===== src/rtl/irq_pend_pkg.sv =====
package irq_pend_pkg;

   localparam int unsigned PRIO_N = 9;
   localparam int unsigned IDX_W  = 5;

   typedef enum logic {
      CSR_ENAB = 1'b0,
      CSR_PEND = 1'b1
   } csr_sel_e;

   // rank 0 is the highest priority
   function automatic logic [IDX_W-1:0] prio_bit(input int unsigned rank);
      logic [IDX_W-1:0] b;
      case (rank)
         0:       b = 5'd11;
         1:       b = 5'd3;
         2:       b = 5'd7;
         3:       b = 5'd9;
         4:       b = 5'd1;
         5:       b = 5'd5;
         6:       b = 5'd13;
         7:       b = 5'd16;
         default: b = 5'd17;
      endcase
      return b;
   endfunction

endpackage


===== src/rtl/irq_time_cmp.sv =====
module irq_time_cmp #(
   parameter int unsigned TIME_W    = 64,
   parameter bit          SPLIT_CMP = 1'b1
) (
   input  logic [TIME_W-1:0] time_i,
   input  logic [TIME_W-1:0] cmp_i,
   output logic              hit_o
);
   localparam int unsigned HALF_W = TIME_W / 2;

   if (TIME_W % 2 != 0) begin : g_bad_w
      $error("irq_time_cmp: TIME_W must be even");
   end

   if (SPLIT_CMP) begin : g_split
      logic hi_eq, hi_gt, lo_ge;
      assign hi_eq = time_i[TIME_W-1:HALF_W] == cmp_i[TIME_W-1:HALF_W];
      assign hi_gt = time_i[TIME_W-1:HALF_W] >  cmp_i[TIME_W-1:HALF_W];
      assign lo_ge = time_i[HALF_W-1:0]      >= cmp_i[HALF_W-1:0];
      assign hit_o = (hi_eq & lo_ge) | hi_gt;
   end else begin : g_full
      assign hit_o = time_i >= cmp_i;
   end
endmodule


===== src/rtl/irq_csr_regs.sv =====
module irq_csr_regs #(
   parameter int unsigned XLEN        = 32,
   parameter int unsigned TMR_BIT     = 7,
   parameter logic [31:0] STICKY_MASK = 32'h0003_0000
) (
   input  logic            clk_i,
   input  logic            rst_ni,
   input  logic            wr_enab_i,
   input  logic            wr_pend_i,
   input  logic [XLEN-1:0] wdata_i,
   input  logic            tmr_hit_i,
   input  logic [XLEN-1:0] ev_vec_i,
   output logic [XLEN-1:0] pend_o,
   output logic [XLEN-1:0] enab_o
);
   localparam logic [XLEN-1:0] STICKY = XLEN'(STICKY_MASK);
   localparam logic [XLEN-1:0] ENAB_MASK = STICKY | (XLEN'(1) << TMR_BIT);

   if (STICKY[TMR_BIT]) begin : g_bad_mask
      $error("irq_csr_regs: timer bit may not be sticky");
   end

   logic [XLEN-1:0] pend_q;
   logic [XLEN-1:0] enab_q;

   for (genvar b = 0; b < XLEN; b++) begin : g_bit
      if (b == TMR_BIT) begin : g_tmr
         always_ff @(posedge clk_i) begin
            if (!rst_ni) pend_q[b] <= 1'b0;
            else         pend_q[b] <= tmr_hit_i;
         end
      end else if (STICKY[b]) begin : g_evt
         always_ff @(posedge clk_i) begin
            if (!rst_ni)        pend_q[b] <= 1'b0;
            else if (wr_pend_i) pend_q[b] <= ev_vec_i[b] | wdata_i[b];
            else                pend_q[b] <= ev_vec_i[b] | pend_q[b];
         end
      end else begin : g_none
         assign pend_q[b] = 1'b0;
      end
   end

   always_ff @(posedge clk_i) begin
      if (!rst_ni)        enab_q <= '0;
      else if (wr_enab_i) enab_q <= wdata_i & ENAB_MASK;
   end

   assign pend_o = pend_q;
   assign enab_o = enab_q;
endmodule


===== src/rtl/irq_prio_sel.sv =====
module irq_prio_sel
   import irq_pend_pkg::*;
#(
   parameter int unsigned XLEN = 32
) (
   input  logic [XLEN-1:0]  act_i,
   output logic             found_o,
   output logic [IDX_W-1:0] idx_o
);
   always_comb begin
      found_o = 1'b0;
      idx_o   = '0;
      // walk from lowest rank up so the highest active rank is left last
      for (int k = PRIO_N - 1; k >= 0; k--) begin
         if (act_i[prio_bit(k)]) begin
            found_o = 1'b1;
            idx_o   = prio_bit(k);
         end
      end
   end
endmodule


===== src/rtl/irq_wake.sv =====
module irq_wake #(
   parameter int unsigned XLEN        = 32,
   parameter logic [31:0] STICKY_MASK = 32'h0003_0000
) (
   input  logic            clk_i,
   input  logic            rst_ni,
   input  logic            wfi_i,
   input  logic [XLEN-1:0] ev_vec_i,
   input  logic [XLEN-1:0] enab_i,
   output logic            wake_o,
   output logic            wait_o
);
   localparam logic [XLEN-1:0] STICKY = XLEN'(STICKY_MASK);

   logic wait_q, wake_q, wake_d;

   assign wake_d = wait_q & (|(ev_vec_i & enab_i & STICKY));

   always_ff @(posedge clk_i) begin
      if (!rst_ni) begin
         wait_q <= 1'b0;
         wake_q <= 1'b0;
      end else begin
         wake_q <= wake_d;
         if (wake_d)     wait_q <= 1'b0;
         else if (wfi_i) wait_q <= 1'b1;
      end
   end

   assign wake_o = wake_q;
   assign wait_o = wait_q;
endmodule


===== src/rtl/irq_pend_arb.sv =====
module irq_pend_arb
   import irq_pend_pkg::*;
#(
   parameter int unsigned XLEN      = 32,
   parameter int unsigned TIME_W    = 64,
   parameter int unsigned TMR_BIT   = 7,
   parameter int unsigned EXT_BIT   = 16,
   parameter int unsigned MSG_BIT   = 17,
   parameter bit          SPLIT_CMP = 1'b1
) (
   input  logic              clk_i,
   input  logic              rst_ni,
   input  logic              csr_we_i,
   input  logic              csr_sel_i,
   input  logic [XLEN-1:0]   csr_wdata_i,
   input  logic [TIME_W-1:0] time_i,
   input  logic [TIME_W-1:0] cmp_i,
   input  logic              ev_in_i,
   input  logic              ev_msg_i,
   input  logic              glb_en_i,
   input  logic              eval_i,
   input  logic              wfi_i,
   output logic [XLEN-1:0]   pend_o,
   output logic [XLEN-1:0]   enab_o,
   output logic              trap_o,
   output logic [XLEN-1:0]   cause_o,
   output logic              wake_o,
   output logic              wait_o
);
   localparam logic [31:0] STICKY_MASK = (32'd1 << EXT_BIT) | (32'd1 << MSG_BIT);

   if (XLEN < 18) begin : g_bad_xlen
      $error("irq_pend_arb: XLEN must hold bit 17");
   end
   if (EXT_BIT == MSG_BIT || EXT_BIT == TMR_BIT || MSG_BIT == TMR_BIT) begin : g_bad_bits
      $error("irq_pend_arb: source bits must differ");
   end

   logic            tmr_hit;
   logic [XLEN-1:0] ev_vec;
   logic [XLEN-1:0] pend_q, enab_q;
   logic            found;
   logic [IDX_W-1:0] win_idx;
   logic            take;
   logic            trap_q;
   logic [XLEN-1:0] cause_q, cause_d;
   logic            wr_enab, wr_pend;

   assign wr_enab = csr_we_i & (csr_sel_e'(csr_sel_i) == CSR_ENAB);
   assign wr_pend = csr_we_i & (csr_sel_e'(csr_sel_i) == CSR_PEND);

   always_comb begin
      ev_vec          = '0;
      ev_vec[EXT_BIT] = ev_in_i;
      ev_vec[MSG_BIT] = ev_msg_i;
   end

   irq_time_cmp #(
      .TIME_W   (TIME_W),
      .SPLIT_CMP(SPLIT_CMP)
   ) u_cmp (
      .time_i(time_i),
      .cmp_i (cmp_i),
      .hit_o (tmr_hit)
   );

   irq_csr_regs #(
      .XLEN       (XLEN),
      .TMR_BIT    (TMR_BIT),
      .STICKY_MASK(STICKY_MASK)
   ) u_regs (
      .clk_i    (clk_i),
      .rst_ni   (rst_ni),
      .wr_enab_i(wr_enab),
      .wr_pend_i(wr_pend),
      .wdata_i  (csr_wdata_i),
      .tmr_hit_i(tmr_hit),
      .ev_vec_i (ev_vec),
      .pend_o   (pend_q),
      .enab_o   (enab_q)
   );

   irq_prio_sel #(
      .XLEN(XLEN)
   ) u_sel (
      .act_i  (pend_q & enab_q),
      .found_o(found),
      .idx_o  (win_idx)
   );

   irq_wake #(
      .XLEN       (XLEN),
      .STICKY_MASK(STICKY_MASK)
   ) u_wake (
      .clk_i   (clk_i),
      .rst_ni  (rst_ni),
      .wfi_i   (wfi_i),
      .ev_vec_i(ev_vec),
      .enab_i  (enab_q),
      .wake_o  (wake_o),
      .wait_o  (wait_o)
   );

   assign take = eval_i & glb_en_i & found;

   always_comb begin
      cause_d                = '0;
      cause_d[XLEN-1]        = 1'b1;
      cause_d[IDX_W-1:0]     = win_idx;
   end

   always_ff @(posedge clk_i) begin
      if (!rst_ni) begin
         trap_q  <= 1'b0;
         cause_q <= '0;
      end else begin
         trap_q <= take;
         if (take) cause_q <= cause_d;
      end
   end

   assign pend_o  = pend_q;
   assign enab_o  = enab_q;
   assign trap_o  = trap_q;
   assign cause_o = cause_q;
endmodule


===== config.mk =====
export PLATFORM = sky130hd
export DESIGN_NAME = irq_pend_arb
export DESIGN_NICKNAME = d
export VERILOG_FILES = /design/src/rtl/irq_pend_pkg.sv /design/src/rtl/irq_time_cmp.sv /design/src/rtl/irq_csr_regs.sv /design/src/rtl/irq_prio_sel.sv /design/src/rtl/irq_wake.sv /design/src/rtl/irq_pend_arb.sv
export SDC_FILE = /design/constraint.sdc
export NUM_CORES = 1
export LEC_CHECK = 0
export BUFFER_PORTS_ARGS = -buffer_cell sky130_fd_sc_hd__buf_2
export CAP_MARGIN = 20
export CORE_AREA = 5 5 101 103
export DETAILED_ROUTE_END_ITERATION = 7
export DIE_AREA = 0 0 106 108
export PLACE_DENSITY = 0.71
export SYNTH_ARGS = -nofsm -noshare
export SYNTH_HDL_FRONTEND = slang
export SYNTH_SLANG_ARGS = --single-unit
export TNS_END_PERCENT = 50

===== constraint.sdc =====
create_clock -name clk_i -period 1.74 [get_ports clk_i]
set_input_delay 0.348 -clock clk_i [delete_from_list [all_inputs] [get_ports clk_i]]
set_output_delay 0.348 -clock clk_i [all_outputs]
set_load 0.005 [all_outputs]

==> results of run 1 <==
[report_power, final]
part / switching (uW) / internal [uW] / leakage, uW
registers: 12.3 / 312 / 0.000106
logic: 337 / 337 / 0.00210
clock network: 96.2 / 161 / 0.0000228
total: 445 / 810 / 0.00223
[area by class of cell]
cell class / count / area, um2 / area share, %
multi-input cells: 275 / 2105 / 56.69
repair buffers: 170 / 905.9 / 24.40
flip-flops and latches: 13 / 260.3 / 7.010
inverters: 66 / 257.7 / 6.943
well taps: 111 / 138.9 / 3.741
clock buffers: 4 / 45.04 / 1.213
[how the worst max path moves through the flow]
stage,from,end
final,cmp_i[42],u_regs.pend_o[7]
after global routing,time_i[0],u_regs.pend_o[7]
after CTS,time_i[0],u_regs.pend_o[7]
after detailed placement,cmp_i[61],u_regs.pend_o[7]
after global placement,time_i[63],u_regs.pend_o[7]
after floorplan,cmp_i[46],u_regs.pend_o[7]
[kinds of logic after synthesis]
kind of cell | share of synthesized area (%)
multiplexers | 1.472
AND/OR/NAND/NOR | 12.42
buffers and inverters | 32.84
flip-flops | 9.568
other | 0.1379
adder cells (fa/ha/maj) | 29.44
AO/OA/AOI/OAI | 14.12
[synth_stat cells, drive strengths merged, types with 3 or more instances]
cell,number,area share (%)
a21o,6,1.7
nand2,16,2.2
nor4,3,0.92
a211oi,7,2.1
dfxtp,13,9.6
inv,65,9.0
a21oi,24,4.6
nand4,12,2.8
mux2i,4,1.5
nand3,10,1.8
buf,86,24
ha,64,29
nor2,14,1.9
o21ai,6,1.1
and3,3,0.69
nor3,3,0.55
[repair_timing]
item / CTS / global route
setup buffers: 4 / 0
pin swaps: 19 / 3
setup endpoints to repair: 1 / 1
gates resized for setup: 17 / 3
[worst register-to-register path: stages, from the launching register on]
cell	delay (ns)
dfxtp_1	0.33
a222oi_1	0.50
nor2_1	0.15
o221a_2	0.29
[layer usage]
layer | global-route usage (%) | routed length [um]
met4 | 1.850 | 27
met5 | 0 | 0
met3 | 2.925 | 638
met1 | 11.97 | 2577
met2 | 24.04 | 4211
[state kept, by name, summed over array words and instances (netlist names)]
register / flops
cause_o: 4
u_wake.wake_o: 1
u_wake.wait_o: 1
u_regs.pend_o: 3
trap_o: 1
u_regs.enab_o: 3
[stage by stage]
| step | cells | power (uW) | instance area [um2] |
|---|---|---|---|
| floorplan | 440 | 809.2 | 3168 |
| CTS | 639 | 1262 | 3699 |
| global route | 639 | 1392 | 3712 |
| finish | 639 | 1255 | 3712 |
| detailed placement | 631 | 962.6 | 3525 |
| global placement | 631 | 938.4 | 3525 |
[layout by cell type (no fill, tap or decap), types with 3 or more instances in the layout]
cell type and n:
a211oi_1 5, a21o_1 6, a21oi_1 22, and3_1 3
buf_2 151, buf_4 17, clkbuf_8 3, conb_1 85
dfxtp_1 13, ha_1 52, ha_4 12, inv_1 54
inv_2 7, inv_4 4, mux2i_1 4, nand2_1 15
nand3_1 9, nand4_1 12, nor2_1 14, nor3_1 3
o21ai_0 4
==> metrics.cfg, run 1 <==
[finish]
n_antenna_cell=0
layout.nets=762
syn2layout_area_growth_pct=36.48
final_core_util_pct=40.76
fillerInstances=935
drive_above_1_share_pct=39.96

[worst_setup_path]
r2r_slack_ns=0.38
cp.depth=9
max_stage_delay_ns=0.32
cp_data_arrival_time_ns=1.86
rr_startpoint=u_regs.pend_o[17]
cp-end-kind=flop
worstReg2RegEnd=cause_o[0]
cp_max_fo=2
cp_num_buf_inv=2
reg2reg_depth=3
cp_top_family=compound AO/OA/AOI/OAI gates
crit_required_ns=1.86
worstSetupStartpointType=input port
path_cells=buf_2, inv_2, ha_4, nand4_1, nor2_1, a221o_1, o31a_1, a2111oi_4, a211oi_2
criticalPathCategory=in -> reg
crit_slowest_cell=o31a_1

[clock_network]
path_clk_slew_ns=0.06
cts.sinks=13
cts_made_buffers=3
clk_latency_ns=0.24
htree_levels=1
postCtsHoldBufs=0
ctsLongestPathBuffers=2
cts_tree=done
cts-root-buf=clkbuf_8

[die]
dieWidth_um=106
fp.coreArea_mm2=0.009109
io-pin-count=268
rows=35
die_area_mm2=0.01145
start_util_pct=29.86
die_y_um=108

[logic_synthesis]
async_flop_share_pct=0
ys.flop_type=dfxtp_1
synth_warnings=0
synthCells=356
synth.ff_latch_count=13
synth_edf_count=0
avgSynthCellArea_um2=7.641
netlist-cell-type-count=37
seq_area_frac_synth_pct=9.568
syn-cell-area_mm2=0.002720

[timing]
finalClockSkew_ns=0.007053
holdWs_ns=0.3641
fmax_ghz=0.5743
finalCriticalPeriod_ns=1.741
fin_ws_ns=-0.001159
finalHoldViolCount=0
rsz0062_at_grt=yes
finalSetupViolations=1
drv_slew=0
finalCritPeriodShare_pct=100.1
finalSetupTns_ns=-0.001159

[flow_run]
cap_violations=0

[hold_path]
hold_path_depth=3
whs_endpoint=u_regs.pend_o[16]
min_path_type=in -> reg
hp-start=ev_in_i

[power_and_ir_drop]
irDropWorstVdd_uv=172.7
p_leak_uw=0.002233
powerDensity_mw_per_mm2=338.0

[drt]
viasPerCell=4.155
vias=2655
dr.pass1.iters=4
drc_errors=0
antenna_left=0
wl_per_cell_um=11.67
drt-initial-drc-count=33
drt-total-wl_um=7455

[global_routing]
first_global_vias=2621
grt_usage_pct=11.68
antenna_found_initial=0
overflow=0
grt_pass1_wl_um=11110
grt_max_degree=10

[placed_design]
gp_congestion=0.7600
port_buffers=153
pre_cts_slack_ns=-0.6124
dp_hpwl_um=6993

[run_status]
violations=setup timing
status=finished, violations left

No activity file was read; power rests on OpenSTA's default activity.
==> run 2: changes to the inputs <==
--- a/config.mk
+++ b/config.mk
@@ -8,6 +8,7 @@
 export BUFFER_PORTS_ARGS = -buffer_cell sky130_fd_sc_hd__buf_2
 export CAP_MARGIN = 20
 export CORE_AREA = 5 5 101 103
+export CTS_BUF_LIST = sky130_fd_sc_hd__clkbuf_16
 export DETAILED_ROUTE_END_ITERATION = 7
 export DIE_AREA = 0 0 106 108
 export PLACE_DENSITY = 0.71
==> metrics.cfg, run 2 (synthesis results as in run 1) <==
[worst_setup_path]
worstSetupStartpointType=input port
cp-end-kind=flop
crit_required_ns=1.85
cp_data_arrival_time_ns=1.86
criticalPathCategory=in -> reg
cp_max_fo=2

[timing]
fmax_ghz=0.5714
finalHoldViolCount=0
rsz0062_at_grt=yes
holdWs_ns=0.3596
finalCriticalPeriod_ns=1.750
finalSetupViolations=1
finalCritPeriodShare_pct=100.6
fin_ws_ns=-0.01009
finalClockSkew_ns=0.001667
drv_slew=0

[die]
die_y_um=108
die_area_mm2=0.01145
start_util_pct=29.86
rows=35
dieWidth_um=106
io-pin-count=268
fp.coreArea_mm2=0.009109

[power_and_ir_drop]
p_clk_share_pct=29.4
p_leak_uw=0.002253
seqPwrFrac_pct=23.0
pwr-share-comb_pct=47.6
irDropWorstVdd_uv=224.6
netSwitchingPower_uw=462.0
powerDensity_mw_per_mm2=377.3
internal_power_uw=951.5
netSwitchingFraction_pct=32.68

[placed_design]
port_buffers=153
placed_area_mm2=0.003525
pre_cts_slack_ns=-0.6124
gp_congestion=0.7600
dp_hpwl_um=6993

[drt]
vias=2656
viasPerCell=4.156
drc_errors=0
drt-total-wl_um=7447
drt-initial-drc-count=32
wl_per_cell_um=11.65
antenna_left=0
dr.pass1.iters=4

[run_status]
violations=setup timing
status=finished, violations left

[clock_network]
cts_tree=done
path_clk_slew_ns=0.04
clk_latency_ns=0.24
htree_levels=1
ctsLongestPathBuffers=2
cts-root-buf=clkbuf_16
cts_made_buffers=3
cts.sinks=13

[flow_run]
cap_violations=0

[global_routing]
grt_max_degree=10
antenna_found_initial=0
grt_usage_pct=11.72
grt_pass1_wl_um=11140
overflow=0
first_global_vias=2620

[finish]
most-common-layout-cells=151 x buf_2, 85 x conb_1, 55 x inv_1, 52 x ha_1, 22 x a21oi_1
layout.nets=762
final_common_cell=buf_2
drive_above_1_share_pct=39.96
stdcell_area_mm2=0.003746
fillerInstances=932
largest_reg_flops=4
n_antenna_cell=0
syn2layout_area_growth_pct=37.72

[hold_path]
min_path_type=in -> reg

==> run 2: changes by cell type in the layout (fill, tap and decap cells not counted), sizes merged <==
| cell | before | now |
|---|---|---|
| inv | 65 | 66 |
| clkbuf | 4 | 3 |
==> run 2: critical path, cell delays in order <==
cell and delay, ns:
buf_2 0.10, inv_2 0.06, ha_4 0.20, nand4_1 0.18
nor2_1 0.07, a221o_1 0.29, o31a_1 0.32, a2111oi_4 0.24
a211oi_2 0.06
==> run 2: power by group through the flow <==
stage / clock network [uW] / registers, uW / logic [uW]
2_1_floorplan: 0 / 329 / 480
3_3_place_gp: 0 / 330 / 608
3_5_place_dp: 0 / 330 / 632
4_1_cts: 429 / 325 / 669
5_1_grt: 444 / 326 / 778
6_report: 415 / 325 / 674
==> run 2: area by class of cell <==
cell class / count / area, um2 / share of cell area [%]
tap: 111 / 138.9 / 3.707
clock buffer: 3 / 75.07 / 2.004
sequential: 13 / 260.3 / 6.947
inverter: 66 / 257.7 / 6.880
timing repair buffer: 170 / 905.9 / 24.18
multi-input combinational: 275 / 2105 / 56.18
clock inverter: 1 / 3.754 / 0.1002
==> run 2: per-stage QoR <==
stage	power [uW]	setup TNS (ns)	util, %	std cells
after CTS	1423	-0.01463	40.98	639
final	1414	-0.01009	41.13	639
after global placement	938.4	-0.5238	38.70	631
after detailed placement	962.6	-0.6124	38.70	631
after floorplan	809.2	-0.08636	-	440
after global routing	1548	-0.1124	41.13	639
==> run 2: routing by layer <==
layer  track usage (%)  vias up  wire length, um
li1                  -     1378                -
met1             12.04     1163             2580
met2             24.09      109             4187
met3             2.746        6              632
met4             2.128        0               46
met5                 0        -                0
==> run 2: final timing paths <==
path / start / to / slack [ns] / depth (start not counted)
hold / removal: ev_in_i / u_regs.pend_o[16] / 0.36 / 3
setup reg to reg: u_regs.pend_o[17] / cause_o[0] / 0.38 / 3
hold reg to reg: cause_o[31] / cause_o[31] / 0.47 / 2
setup / recovery: cmp_i[42] / u_regs.pend_o[7] / -0.01 / 9
==> run 2: repair_timing <==
item / CTS / global route
pin swaps: 19 / 3
cloned: 0 / 0
hold buffers: 0 / 0
gates resized for setup: 17 / 3
endpoints found under the setup margin: 1 / 1
buffers inserted: 4 / 0
